<file path="config.mk">
export PLATFORM = sky130hd
export DESIGN_NAME = semtok_unit
export DESIGN_NICKNAME = d
export VERILOG_FILES = /design/src/rtl/semtok_pkg.sv /design/src/rtl/semtok_ctrl.sv /design/src/rtl/semtok_cell.sv /design/src/rtl/semtok_datapath.sv /design/src/rtl/semtok_unit.sv
export SDC_FILE = /design/constraint.sdc
export NUM_CORES = 1
export LEC_CHECK = 0
export BUFFER_PORTS_ARGS = -buffer_cell sky130_fd_sc_hd__buf_2
export CORE_MARGIN = 10
export CORE_UTILIZATION = 55
export DETAILED_ROUTE_END_ITERATION = 6
export PLACE_DENSITY = 0.85
export SYNTH_ARGS = -nofsm -noshare
export SYNTH_HDL_FRONTEND = slang
export SYNTH_SLANG_ARGS = --single-unit
</file>
<file path="constraint.sdc">
create_clock -name clk -period 3.4 [get_ports clk]
set_clock_uncertainty 0.1 [all_clocks]
set_input_delay 0.17 -clock clk [delete_from_list [all_inputs] [get_ports clk]]
set_output_delay 0.17 -clock clk [all_outputs]
set_load 0.01 [all_outputs]
</file>
<file path="src/rtl/semtok_pkg.sv">
package semtok_pkg;
  localparam int SEM_COUNT = 8;
  localparam int SEM_IDX_W = $clog2(SEM_COUNT);

  typedef enum logic [1:0] {
    OWN_NONE  = 2'd0,
    OWN_LEFT  = 2'd1,
    OWN_RIGHT = 2'd2
  } owner_e;

  // Strobes from the port decoder to the token datapath
  typedef struct packed {
    logic [SEM_COUNT-1:0] reqL;
    logic [SEM_COUNT-1:0] relL;
    logic [SEM_COUNT-1:0] reqR;
    logic [SEM_COUNT-1:0] relR;
    logic                 capL;
    logic                 capR;
    logic [SEM_IDX_W-1:0] idxL;
    logic [SEM_IDX_W-1:0] idxR;
  } semStrobe_t;
endpackage

</file>
<file path="src/rtl/semtok_ctrl.sv">
module semtok_ctrl
  import semtok_pkg::*;
#(
  parameter int ADDR_W = 13
) (
  input  logic              lSel,
  input  logic              lWrEn,
  input  logic              lRdEn,
  input  logic [ADDR_W-1:0] lAddr,
  input  logic              lWrBit,
  input  logic              rSel,
  input  logic              rWrEn,
  input  logic              rRdEn,
  input  logic [ADDR_W-1:0] rAddr,
  input  logic              rWrBit,
  output semStrobe_t        strb
);
  logic [SEM_IDX_W-1:0] idxL;
  logic [SEM_IDX_W-1:0] idxR;
  logic                 wrL;
  logic                 wrR;
  logic [SEM_COUNT-1:0] hitL;
  logic [SEM_COUNT-1:0] hitR;

  // only the low index bits select a token
  assign idxL = lAddr[SEM_IDX_W-1:0];
  assign idxR = rAddr[SEM_IDX_W-1:0];
  // select gates every strobe
  assign wrL  = lSel & lWrEn;
  assign wrR  = rSel & rWrEn;

  for (genvar s = 0; s < SEM_COUNT; s++) begin : g_dec
    assign hitL[s] = (idxL == SEM_IDX_W'(s));
    assign hitR[s] = (idxR == SEM_IDX_W'(s));
  end

  // write value 0 requests, 1 releases
  always_comb begin
    strb      = '0;
    strb.reqL = (wrL && !lWrBit) ? hitL : '0;
    strb.relL = (wrL &&  lWrBit) ? hitL : '0;
    strb.reqR = (wrR && !rWrBit) ? hitR : '0;
    strb.relR = (wrR &&  rWrBit) ? hitR : '0;
    strb.capL = lSel & lRdEn;
    strb.capR = rSel & rRdEn;
    strb.idxL = idxL;
    strb.idxR = idxR;
  end
endmodule

</file>
<file path="src/rtl/semtok_cell.sv">
module semtok_cell
  import semtok_pkg::*;
(
  input  logic clk,
  input  logic rst_n,
  input  logic reqL,
  input  logic relL,
  input  logic reqR,
  input  logic relR,
  output logic viewL,
  output logic viewR
);
  owner_e ownerQ, ownerD;
  logic   pendLQ, pendLD;
  logic   pendRQ, pendRD;
  logic   effL, effR;

  always_comb begin
    effL   = (pendLQ | reqL) & ~relL;
    effR   = (pendRQ | reqR) & ~relR;
    ownerD = ownerQ;
    pendLD = pendLQ;
    pendRD = pendRQ;
    case (ownerQ)
      OWN_NONE: begin
        pendLD = 1'b0;
        pendRD = 1'b0;
        if (reqL) begin
          ownerD = OWN_LEFT;   // left wins a tie
          pendRD = reqR;
        end else if (reqR) begin
          ownerD = OWN_RIGHT;
        end
      end
      OWN_LEFT: begin
        pendLD = 1'b0;
        if (relL) begin
          ownerD = effR ? OWN_RIGHT : OWN_NONE;
          pendRD = 1'b0;
        end else begin
          pendRD = effR;
        end
      end
      OWN_RIGHT: begin
        pendRD = 1'b0;
        if (relR) begin
          ownerD = effL ? OWN_LEFT : OWN_NONE;
          pendLD = 1'b0;
        end else begin
          pendLD = effL;
        end
      end
      default: begin
        ownerD = OWN_NONE;
        pendLD = 1'b0;
        pendRD = 1'b0;
      end
    endcase
  end

  always_ff @(posedge clk or negedge rst_n) begin
    if (!rst_n) begin
      ownerQ <= OWN_NONE;
      pendLQ <= 1'b0;
      pendRQ <= 1'b0;
    end else begin
      ownerQ <= ownerD;
      pendLQ <= pendLD;
      pendRQ <= pendRD;
    end
  end

  assign viewL = (ownerQ != OWN_LEFT);
  assign viewR = (ownerQ != OWN_RIGHT);


  heldLeft_chk: assert property (@(posedge clk) disable iff (!rst_n)
    (ownerQ == OWN_LEFT && !relL) |=> ownerQ == OWN_LEFT);

  heldRight_chk: assert property (@(posedge clk) disable iff (!rst_n)
    (ownerQ == OWN_RIGHT && !relR) |=> ownerQ == OWN_RIGHT);

  freeOnRelease_chk: assert property (@(posedge clk) disable iff (!rst_n)
    (ownerQ == OWN_LEFT && relL && !pendRQ && !reqR) |=> ownerQ == OWN_NONE);

  handLeftToRight_chk: assert property (@(posedge clk) disable iff (!rst_n)
    (ownerQ == OWN_LEFT && relL && pendRQ && !relR) |=> ownerQ == OWN_RIGHT);

  tieToLeft_chk: assert property (@(posedge clk) disable iff (!rst_n)
    (ownerQ == OWN_NONE && reqL && reqR) |=> (ownerQ == OWN_LEFT && pendRQ));
endmodule

</file>
<file path="src/rtl/semtok_datapath.sv">
module semtok_datapath
  import semtok_pkg::*;
#(
  parameter int DATA_W = 16
) (
  input  logic              clk,
  input  logic              rst_n,
  input  semStrobe_t        strb,
  output logic [DATA_W-1:0] lRdData,
  output logic [DATA_W-1:0] rRdData
);
  logic [SEM_COUNT-1:0] viewL;
  logic [SEM_COUNT-1:0] viewR;

  for (genvar s = 0; s < SEM_COUNT; s++) begin : g_cell
    semtok_cell u_cell (
      .clk   (clk),
      .rst_n (rst_n),
      .reqL  (strb.reqL[s]),
      .relL  (strb.relL[s]),
      .reqR  (strb.reqR[s]),
      .relR  (strb.relR[s]),
      .viewL (viewL[s]),
      .viewR (viewR[s])
    );
  end

  // capture the pre-write view, replicated over the bus
  always_ff @(posedge clk or negedge rst_n) begin
    if (!rst_n) begin
      lRdData <= '1;
      rRdData <= '1;
    end else begin
      if (strb.capL) lRdData <= {DATA_W{viewL[strb.idxL]}};
      if (strb.capR) rRdData <= {DATA_W{viewR[strb.idxR]}};
    end
  end


  holdLeft_chk: assert property (@(posedge clk) disable iff (!rst_n)
    !strb.capL |=> $stable(lRdData));

  holdRight_chk: assert property (@(posedge clk) disable iff (!rst_n)
    !strb.capR |=> $stable(rRdData));

  wideLeft_chk: assert property (@(posedge clk) disable iff (!rst_n)
    (lRdData == '0) || (lRdData == '1));

  wideRight_chk: assert property (@(posedge clk) disable iff (!rst_n)
    (rRdData == '0) || (rRdData == '1));

  notBothZero_chk: assert property (@(posedge clk) disable iff (!rst_n)
    (strb.capL && strb.capR && strb.idxL == strb.idxR) |=> (lRdData[0] | rRdData[0]));
endmodule

</file>
<file path="src/rtl/semtok_unit.sv">
module semtok_unit
  import semtok_pkg::*;
#(
  parameter int ADDR_W = 13,
  parameter int DATA_W = 16
) (
  input  logic              clk,
  input  logic              rst_n,
  input  logic              lSel,
  input  logic              lWrEn,
  input  logic              lRdEn,
  input  logic [ADDR_W-1:0] lAddr,
  input  logic              lWrBit,
  output logic [DATA_W-1:0] lRdData,
  input  logic              rSel,
  input  logic              rWrEn,
  input  logic              rRdEn,
  input  logic [ADDR_W-1:0] rAddr,
  input  logic              rWrBit,
  output logic [DATA_W-1:0] rRdData
);
  semStrobe_t strb;

  semtok_ctrl #(.ADDR_W(ADDR_W)) u_ctrl (
    .lSel   (lSel),
    .lWrEn  (lWrEn),
    .lRdEn  (lRdEn),
    .lAddr  (lAddr),
    .lWrBit (lWrBit),
    .rSel   (rSel),
    .rWrEn  (rWrEn),
    .rRdEn  (rRdEn),
    .rAddr  (rAddr),
    .rWrBit (rWrBit),
    .strb   (strb)
  );

  semtok_datapath #(.DATA_W(DATA_W)) u_dp (
    .clk     (clk),
    .rst_n   (rst_n),
    .strb    (strb),
    .lRdData (lRdData),
    .rRdData (rRdData)
  );
endmodule

</file>
==> flow_summary.toml <==
[cts]
cts_tree = "yes"
clk_latency_ns = 0.28
cts_resized = 0
cts-hold-fix-buffers = 2
cts-root-buf = "clkbuf_8"
clk_pin_slew_ns = 0.07
clk_path_buf_depth = 2
htreeDepth = 2
post_cts_buffers = 0
cts.sinks = 34
cts_made_buffers = 5

[sta]
layout_min_cycle_time_ns = 1.85
clock.fmax_ghz = 0.541
tightest_slew_ns = 0.740
maxSlewHeadroom = 0.507
finalSetupViolCount = 0
hold_viol_final = 0
period_share = 0.544
slew_viol_final = 0
finalSetupTns_ns = 0
whs_ns = 0.0325
rsz0062_at_grt = "no"

[logic_synthesis]
synthCells = 290
yosys-top-cells-area = "dfrtp_1 (31%), buf_4 (8.8%), a21oi_1 (4.5%), nor2_1 (4.4%), nand2_1 (2.8%)"
synth_top_area_share = 0.314
syn_nets = 326
synth_seq_cells = 34
synth_most_common_cell = "dfrtp_1"
synth_top_cell_by_area = "dfrtp_1"
yosysSeqAreaShare = 0.335
synth_common_cells = "dfrtp_1 (32), buf_4 (30), nor2_1 (30)"
ys.warnings.count = 0
avgSynthCellArea_um2 = 8.79
yosysUniqueCellTypes = 70
synth_edf_count = 0
synth-async-reset-ratio = 1.00
syn_area_um2 = 2550
synth-main-ff-cell = "dfrtp_1"

[power]
sw_frac_of_total = 0.381
pwr-share-comb = 0.324
p_clk_frac = 0.216
power.share.sequential = 0.459
p_int_mw = 0.819
netSwitchingPower_mw = 0.504
peakVddDrop_mv = 0.292
leakage_nw = 1.06
p_per_area_nw_per_um2 = 501

[worst_hold_path]
hp-start = "lRdEn"
worstHoldEndpoint = "u_dp.lRdData[0]"
hold_path_depth = 3
holdCritPathClass = "input port to register"

[worst_setup_path]
cp.depth = 4
r2r_slack_ns = 1.55
path_cells = "nand2b_1 -> mux4_2 -> a221oi_1 -> a31oi_1"
criticalPathCategory = "register to register"
worst_ep_arrival_time_ns = 1.94
path_buf_inv = 0
crit_family = "compound AO/OA/AOI/OAI gates"
end_kind = "register"
critPathLaunchType = "register"
startpoint = "u_dp.g_cell[5].u_cell.ownerQ[0]"
timing.rr.start = "u_dp.g_cell[5].u_cell.ownerQ[0]"
r2r.worst_path.cells = 4
worstPathMaxFanout = 7
cp_slowest_cell = "mux4_2"
cp_slowest_stage_delay_ns = 0.48
r2r_end = "u_dp.rRdData[0]"
crit_required_ns = 3.49

[final_layout]
num-nets-final = 338
antenna_cells = 0
fillers = 379
drive_gt1_frac = 0.228
synthToLayoutAreaGrowth_pct = 3.68
design_area_um2 = 2640

[route]
avgViaCountPerCell = 6.30
drcViolationCount = 0
routedWlPerCell_um = 16.9
drt_iter0_markers = 309
firstDrtPassIters = 5
vias = 2236
ant_nets = 0
drt-total-wl_mm = 6.01

[placed_design]
io_buffers = 47
placed_cell_area_um2 = 2540
hpwl_mm = 4.40
place_congestion = 0.924

[flow_run]
max_cap_viol_count = 0

[grt]
busiest_layer = "met2"
met3_usage = 0.0492
antenna_found_initial = 0
grt_pass1_vias = 1992
met1_usage = 0.202
overflow = 0
grtUsageMet2 = 0.226
grt_usage = 0.150
grt_pass1_wl_mm = 9.61
grt_max_degree = 35

[floorplan]
design.core.area_um2 = 4410
ios = 68
die_x_um = 88.1
start_util = 0.577
dieArea_um2 = 7760
die_h_um = 88.1
num_rows = 24

[status]
outcome = "completed"
routing by layer:
metal | up-vias | part of all wire
li1 | 1075 | -
met1 | 1014 | 0.43
met2 | 139 | 0.42
met3 | 8 | 0.14
met4 | 0 | 0.0096
met5 | - | 0
cells by family after synthesis:
kind of cell	count (synthesis)	synth area share
simple gates	129	0.317
compound gates	74	0.200
buf+inv	49	0.128
flops	34	0.335
mux	4	0.0206
cell usage in the layout, fill, tap and decap left out, types with 4 or more instances in the layout:
cell type  count
a21oi_1       23
a31oi_1        7
buf_2         47
clkbuf_8       5
dfrtp_1       32
inv_1          5
nand2_1       19
nand2b_1       8
nand3_1        8
nand4b_1       4
nor2_1        30
nor2b_1        8
nor3_1         9
nor3b_1        4
o21ai_0        5
o21bai_1       5
o22ai_1        4
o32ai_1        5
power by group through the flow:
| stage | combinational (mW) | sequential, mW | clock, mW |
|---|---|---|---|
| finish | 0.429 | 0.608 | 0.286 |
| global route | 0.468 | 0.628 | 0.306 |
| CTS | 0.428 | 0.605 | 0.288 |
| detailed placement | 0.423 | 0.612 | 0 |
| global placement | 0.418 | 0.606 | 0 |
| floorplan | 0.389 | 0.581 | 0 |
stage by stage:
stage               cells   util  power [mW]  setup WS [ns]
global route          355  0.599        1.40           1.47
floorplan             290      -       0.970           1.78
finish                355  0.599        1.32           1.55
detailed placement    345  0.576        1.04           1.54
global placement      345  0.576        1.02           1.58
CTS                   355  0.599        1.32           1.56
worst reg2reg max path, stage by stage (launching register included):
cell,delay (ns)
dfrtp_1,0.45
nand2b_1,0.22
mux4_2,0.48
a221oi_1,0.38
a31oi_1,0.14
sequential cells by signal, summed over array words and instances, names as in the netlist:
name	flops
u_dp.g_cell.u_cell.pendLQ	8
u_dp.g_cell.u_cell.pendRQ	8
u_dp.rRdData	1
u_dp.g_cell.u_cell.ownerQ	16
u_dp.lRdData	1
area by class of cell:
type	instances	area, um2	area share
inverters	5	18.8	0.00710
repair buffers	49	255	0.0966
well taps	52	65.1	0.0246
flip-flops and latches	34	853	0.323
clock buffers	8	80.1	0.0303
multi-input cells	207	1370	0.518
worst max path at each step:
| stage | endpoint |
|---|---|
| 3_3_place_gp | u_dp.rRdData[0] |
| 2_1_floorplan | u_dp.rRdData[0] |
| 5_1_grt | u_dp.rRdData[0] |
| 6_report | u_dp.rRdData[0] |
| 3_5_place_dp | u_dp.g_cell[7].u_cell.pendRQ |
| 4_1_cts | u_dp.rRdData[0] |
(Power assumes the default switching activity.)
